`src/rtl/sar_serial_host.sv`:
```
`timescale 1ns/1ps
module sar_serial_host #(
  parameter int DW         = 10,
  parameter int FRAME_CLKS = 14,
  parameter int HALF_W     = 8,
  parameter int GAP_W      = 8
) (
  input  logic              clk,
  input  logic              rst_n,
  input  logic [HALF_W-1:0] cfg_half,
  input  logic [1:0]        cfg_mode,
  input  logic [GAP_W-1:0]  cfg_gap,
  input  logic              req,
  output logic              busy,
  output logic              conv_clk,
  output logic              conv_start_n,
  input  logic              conv_data,
  output logic [DW-1:0]     result,
  output logic              result_valid
);
  localparam int CNT_W = $clog2(FRAME_CLKS + 1);
  localparam logic [CNT_W-1:0] FIRST_CAP = CNT_W'(FRAME_CLKS - DW);
  localparam logic [CNT_W-1:0] LAST_CAP  = CNT_W'(FRAME_CLKS - 1);
  localparam logic [CNT_W-1:0] END_CNT   = CNT_W'(FRAME_CLKS);
  localparam logic [1:0] M_SYNC = 2'd1;
  localparam logic [1:0] M_FREE = 2'd2;

  typedef enum logic [1:0] {S_IDLE, S_FRAME, S_GAP} state_t;

  state_t            st;
  logic [HALF_W-1:0] hcnt;
  logic [CNT_W-1:0]  ncnt;
  logic [GAP_W-1:0]  gcnt;
  logic [DW-2:0]     shreg;
  logic [DW-1:0]     res_q;
  logic              sclk_q, start_q, vld_q;

  wire [HALF_W-1:0] half_eff = (cfg_half == '0) ? HALF_W'(1) : cfg_half;
  wire running   = (st != S_IDLE);
  wire tick      = running && (hcnt == '0);
  wire rise_en   = tick && !sclk_q;
  wire fall_en   = tick && sclk_q;
  wire in_frame  = (st == S_FRAME);
  wire cap       = rise_en && in_frame && (ncnt >= FIRST_CAP) && (ncnt <= LAST_CAP);
  wire last_cap  = rise_en && in_frame && (ncnt == LAST_CAP);
  wire frame_end = fall_en && in_frame && (ncnt == END_CNT);
  wire chain_now = (cfg_mode == M_FREE) || ((cfg_mode == M_SYNC) && (cfg_gap == '0));
  wire keep_on   = (cfg_mode == M_FREE) || (cfg_mode == M_SYNC);

  always_ff @(posedge clk or negedge rst_n) begin
    if (!rst_n) begin
      st      <= S_IDLE;
      hcnt    <= '0;
      ncnt    <= '0;
      gcnt    <= '0;
      shreg   <= '0;
      res_q   <= '0;
      sclk_q  <= 1'b0;
      start_q <= 1'b1;
      vld_q   <= 1'b0;
    end else begin
      vld_q <= last_cap;
      if (cap)      shreg <= {shreg[DW-3:0], conv_data};
      if (last_cap) res_q <= {shreg, conv_data};
      if (running)  hcnt  <= tick ? half_eff - 1'b1 : hcnt - 1'b1;
      if (tick)     sclk_q <= !sclk_q;

      case (st)
        S_IDLE: if (req) begin
          st      <= S_FRAME;
          start_q <= 1'b0;
          ncnt    <= '0;
          hcnt    <= half_eff - 1'b1;
        end
        S_FRAME: begin
          if (rise_en) begin
            ncnt    <= ncnt + 1'b1;
            start_q <= (cfg_mode != M_FREE);
          end
          if (frame_end) begin
            ncnt <= '0;
            if (chain_now) start_q <= 1'b0;
            else begin
              start_q <= 1'b1;
              if (cfg_mode == M_SYNC) begin
                st   <= S_GAP;
                gcnt <= cfg_gap;
              end else st <= S_IDLE;
            end
          end
        end
        S_GAP: begin
          if (rise_en) gcnt <= gcnt - 1'b1;
          if (fall_en && gcnt == '0) begin
            if (keep_on) begin
              start_q <= 1'b0;
              st      <= S_FRAME;
            end else st <= S_IDLE;
          end
        end
        default: st <= S_IDLE;
      endcase
    end
  end

  assign busy         = running;
  assign conv_clk     = sclk_q;
  assign conv_start_n = start_q;
  assign result       = res_q;
  assign result_valid = vld_q;
endmodule

```
`config.mk`:
```
export PLATFORM = sky130hd
export DESIGN_NAME = sar_serial_host
export DESIGN_NICKNAME = d
export VERILOG_FILES = /design/src/rtl/sar_serial_host.sv
export SDC_FILE = /design/constraint.sdc
export NUM_CORES = 1
export LEC_CHECK = 0
export ABC_AREA = 1
export BUFFER_PORTS_ARGS = -buffer_cell sky130_fd_sc_hd__buf_2
export CAP_MARGIN = 20
export CORE_AREA = 2 2 62 87
export CTS_CLUSTER_SIZE = 20
export DETAILED_ROUTE_END_ITERATION = 12
export DIE_AREA = 0 0 64 89
export PLACE_DENSITY = 0.77
export SLEW_MARGIN = 10
export SYNTH_ARGS = -nofsm -noshare
export SYNTH_HDL_FRONTEND = slang
export SYNTH_SLANG_ARGS = --single-unit
```
`constraint.sdc`:
```
create_clock -name clk -period 2.3 [get_ports clk]
set_input_delay 0.115 -clock clk [delete_from_list [all_inputs] [get_ports clk]]
set_output_delay 0.115 -clock clk [all_outputs]
set_load 0.1 [all_outputs]
```
* Yosys cells after proc, flatten, opt, wreduce, memory -nomap -nowiden
Index checks and enable logic that the tools add are counted.
Operators by class: reduce and logical (&&, ||, !) cells 27, equality and inequality tests 15, muxes and demuxes 28, magnitude comparators 2, add/subtract/negate cells 4
Operators by type and width (count):
- 8-bit 2-to-1 mux | 9
- 8-bit zero test | 4
- 8-bit by 1-bit subtractor with 8-bit output (second input constant) | 3
- 8-bit case mux with 2 select lines | 1
- 4-bit 2-to-1 mux | 3
- 2-bit != test (second input constant) | 6
- 1-bit logical AND | 11
- 2-bit 2-to-1 mux | 5
- 5-bit AND reduction | 2
- 4-bit equality test (second input constant) | 2
- 4-bit case mux with 2 select lines | 1
- 1-bit 2-to-1 mux | 7
- 2-bit case mux with 3 select lines | 1
- 2-bit nonzero test | 3
- 4-bit by 1-bit adder with 4-bit output (second input constant) | 1
- 2-bit by 1-bit equality test with 1-bit output (second input constant) | 2
- 2-bit equality test (second input constant) | 2
- 4-bit by 3-bit greater-or-equal comparator with 1-bit output (second input constant) | 1
- 4-bit less-or-equal comparator (second input constant) | 1
- 2-bit by 1-bit != test with 1-bit output (second input constant) | 2
- 4-bit AND reduction | 1
- 3-bit by 2-bit != test with 1-bit output (second input constant) | 1
- 1-bit case mux with 3 select lines | 1
- 3-bit AND reduction | 1
- 4 further kinds | 5
Word-level totals: register bits 44, output and inout port bits 14, input port bits 22

* Longest topological paths before layout
word-level depth 7, depth in mapped cells 14

* Worst setup path before layout
OpenSTA, ideal clock, no wires.
kind reg-to-reg, start register sclk_q (netlist: conv_clk), end register res_q[9] (netlist: result[9]), cell stages (with the launch flop) 9, path buffers 1, arrival 1694 ps, clock period less this slack 1814 ps, slack 486 ps, path through dfrtp_1 -> inv_1 -> nand2_4 -> nor2_4 -> nand2_2 -> buf_6 -> clkinv_4 -> nand2_1 -> nand2_1
Between the ends: cells in the longest elaborated chain, start to end 4
Ends and longest elaborated chain:
- from (decl) | line 36 | logic sclk_q, start_q, vld_q;
- from (signal assigned) | line 66 | if (tick) sclk_q <= !sclk_q;
- 1-bit zero test | line 41 | wire rise_en = tick && !sclk_q;
- 1-bit logical AND | line 41
- 1-bit logical AND (2 in series) | line 45 | wire last_cap = rise_en && in_frame && (ncnt == LAST_CAP);
- named net last_cap | line 45
- to (signal assigned) | line 64 | if (last_cap) res_q <= {shreg, conv_data};
- to (decl) | line 35 | logic [DW-1:0] res_q;
The timed path passes the listed nets, and every way through them passes these cells. A chain may end at the register's enable or synchronous reset.

* Final worst setup path
start register hcnt[0], end register res_q[7] (netlist: result[7])
Between the ends: cells in the longest elaborated chain, start to end 5
Ends and longest elaborated chain:
- from (decl) | line 31 | logic [HALF_W-1:0] hcnt;
- from (signal assigned) | line 65 | if (running) hcnt <= tick ? half_eff - 1'b1 : hcnt - 1'b1;
- from (signal assigned) | line 73 | hcnt <= half_eff - 1'b1;
- 8-bit zero test | line 40 | wire tick = running && (hcnt == '0);
- 1-bit logical AND | line 40
- 1-bit logical AND | line 41
- 1-bit logical AND (2 in series) | line 45
No other way between the ends.

==> flow_metrics.py <==
metrics = {
    "clocking": {
        "post_cts_buffers": 0,
        "clk_pin_slew_ns": 0.09,
        "cts_sinks": 44,
        "cts-root-buf": "clkbuf_8",
        "ctsHoldBuffers": 0,
        "cts_resized": 0,
        "cts_buffers": 5,
        "tritoncts": "done",
        "htreeDepth": 2,
        "clkLatencyLatePin_ns": 0.30,
        "cts_max_path_buffers": 2,
    },
    "setup_path": {
        "path_max_fanout": 20,
        "end_kind": "flip-flop",
        "crit_path_start": "hcnt[0]",
        "cp-start-kind": "flip-flop",
        "critPathKind": "reg2reg",
        "arrival_ns": 2.27,
        "reg2reg_from": "hcnt[0]",
        "crit_required_ns": 2.48,
    },
    "yosys": {
        "yosysWarnings": 0,
        "async_flop_share": 1.00,
        "synth_flop_cell": "dfrtp_1",
        "syn_avg_cell_area_sq_um": 7.81,
        "synthTopCellsByCount": "nand2_1 (87), inv_1 (45), dfrtp_1 (43)",
        "ys_top_cells_by_area": "dfrtp_1 (39%), nand2_1 (12%), inv_1 (6.2%)",
        "synth-seq-cells": 44,
        "syn_area_sq_um": 2740,
        "synth_nets": 383,
        "synth_edf_count": 0,
        "yosys.area.top_type": "dfrtp_1",
        "synth_most_common_cell": "nand2_1",
        "synth.distinct_cells": 39,
        "ys_seq_area_frac": 0.402,
        "synthCells": 351,
        "yosysTopAreaCellShare": 0.393,
    },
    "timing": {
        "finalSetupTns_ns": 0,
        "rsz0062_at_grt": "false",
        "relSlewSlack": 0.632,
        "hold_viol_final": 0,
        "fin_crit_sh": 0.910,
        "clock.fmax_mhz": 478,
        "min_period_ns": 2.09,
        "tightest_slew_ns": 0.552,
        "holdWs_ns": 0.0803,
        "clock_skew_ns": 0.00763,
        "slew_violations": 0,
        "setup_viol": 0,
        "worst_slack_ns": 0.207,
    },
    "outcome": {
        "status": "finished clean",
    },
    "finish": {
        "finish.utilization": 0.643,
        "n_antenna_cell": 0,
        "area_growth_pct": 13.6,
        "final_layout_size_suffix_gt1_frac": 0.199,
        "num-fill-cells": 420,
        "nNetsFinal": 423,
    },
    "floorplanning": {
        "rows": 30,
        "die_w_um": 64,
        "fp.dieH_um": 89,
        "ioPinCount": 36,
        "initial_core_util": 0.566,
        "coreArea_sq_um": 4840,
        "die-area_sq_um": 5700,
    },
    "detailed_routing": {
        "via_count": 2372,
        "route.detailed.drc": 0,
        "wl_met3_um": 203,
        "met2WireLength_mm": 2.98,
        "wl_met1_mm": 2.33,
        "vias_per_cell": 5.20,
        "first_pass_iters": 4,
        "drt-initial-drc-count": 124,
        "postRouteAntennaNets": 0,
        "wl_mm": 5.59,
        "top_layer": "met4",
        "detail_route.wl_per_cell_um": 12.2,
    },
    "placement": {
        "detailed_place_hpwl_mm": 4.14,
        "place_ws_ns": 0.243,
        "portBuffers": 35,
        "gp_congestion": 0.853,
    },
    "power_and_ir_drop": {
        "p_leak_nw": 1.60,
        "p_total_mw": 3.20,
        "power-per-cell-area_nw_per_um2": 1030,
        "peakVddDrop_v": 0.000758,
    },
    "global_routing": {
        "grt_pass1_wl_mm": 9.57,
        "grt_overflow": 0,
        "grt_pass1_vias": 2275,
        "antenna_found_initial": 0,
        "grt_start_max_net_pins": 45,
        "grt_usage": 0.212,
    },
    "worst_hold_path": {
        "hp-start": "conv_data",
        "min-delay-path-class": "in2reg",
    },
    "job": {
        "drv_cap": 0,
    },
}
-- critical path, stage by stage, from the launching register on --
cell	delay, ns
dfrtp_1	0.40
inv_1	0.17
ha_1	0.20
inv_1	0.04
nor2_1	0.18
nand2_4	0.09
nor2_8	0.18
nand2_4	0.08
nor2_4	0.13
nand2_2	0.27
nand2_1	0.17
o21ai_2	0.06
-- sequential cells by signal (all words and copies together), names as in the netlist --
register / cells
result: 10
shreg: 9
gcnt: 8
hcnt: 8
ncnt: 4
st: 2
conv_clk: 1
conv_start_n: 1
result_valid: 1
-- final cells by class --
class,count,area [sq um],share of cell area
Timing Repair Buffer,38,220,0.0707
Inverter,48,190,0.0611
Clock buffer,6,82.6,0.0265
Clock inverter,2,38.8,0.0125
Sequential cell,44,1100,0.354
Tap cell,64,80.1,0.0257
Multi-Input combinational cell,254,1400,0.449
-- where the power goes --
| group | switching [mW] | leakage (nW) | internal [mW] |
|---|---|---|---|
| clock | 0.276 | 0.0614 | 0.355 |
| sequential | 0.202 | 0.567 | 0.967 |
| combinational | 0.974 | 0.970 | 0.423 |
| total | 1.45 | 1.60 | 1.74 |
-- worst paths after layout --
path / endpoint / slack, ns / cells past startpoint
hold reg to reg: conv_start_n / 0.47 / 2
min in group asynchronous: gcnt[1] / 0.33 / 2
setup reg to reg: result[7] / 0.21 / 11
hold / removal: shreg[0] / 0.08 / 3
max in group asynchronous: conv_start_n / 1.40 / 3
setup / recovery: result[7] / 0.21 / 11
-- per-stage QoR --
| stage | cell area, sq um | cells |
|---|---|---|
| 2_1_floorplan | 2740 | 351 |
| 3_3_place_gp | 2950 | 446 |
| 3_5_place_dp | 2950 | 446 |
| 4_1_cts | 3080 | 454 |
| 5_1_grt | 3110 | 456 |
| 6_report | 3110 | 456 |
-- placed cells by master, fill, tap and decap left out, types with 3 or more instances in the layout --
cell      Yosys  layout
nand2_1      87      87
nor2_1       36      36
nand4_1       3       3
dfrtp_1      43      43
inv_1        45      45
o21bai_1      4       4
nand3_1      25      25
nand2_2       4       4
a21oi_1       9       9
buf_2         1      35
o21ai_1       9       9
o21ai_0      20      20
nand3b_1      4       4
o21ai_2      12      12
clkbuf_8      0       6
xor2_1        5       5
nand2_4       4       4
ha_1         10      10
-- per-layer routing --
metal,vias to the layer above,global-route usage
met5,-,0
met4,0,0.0771
met3,8,0.0277
met2,51,0.410
met1,1097,0.236
li1,1216,-
-- cell families (layout without fill, tap and decap cells) --
family | count (synthesis) | after routing | synth area share
fa+ha+maj | 10 | 10 | 0.0456
compound gates | 64 | 64 | 0.149
xor+xnor | 6 | 6 | 0.0192
simple gates | 174 | 174 | 0.296
buf+inv | 53 | 94 | 0.0876
flops | 44 | 44 | 0.402
No activity file was read; power rests on OpenSTA's default activity.
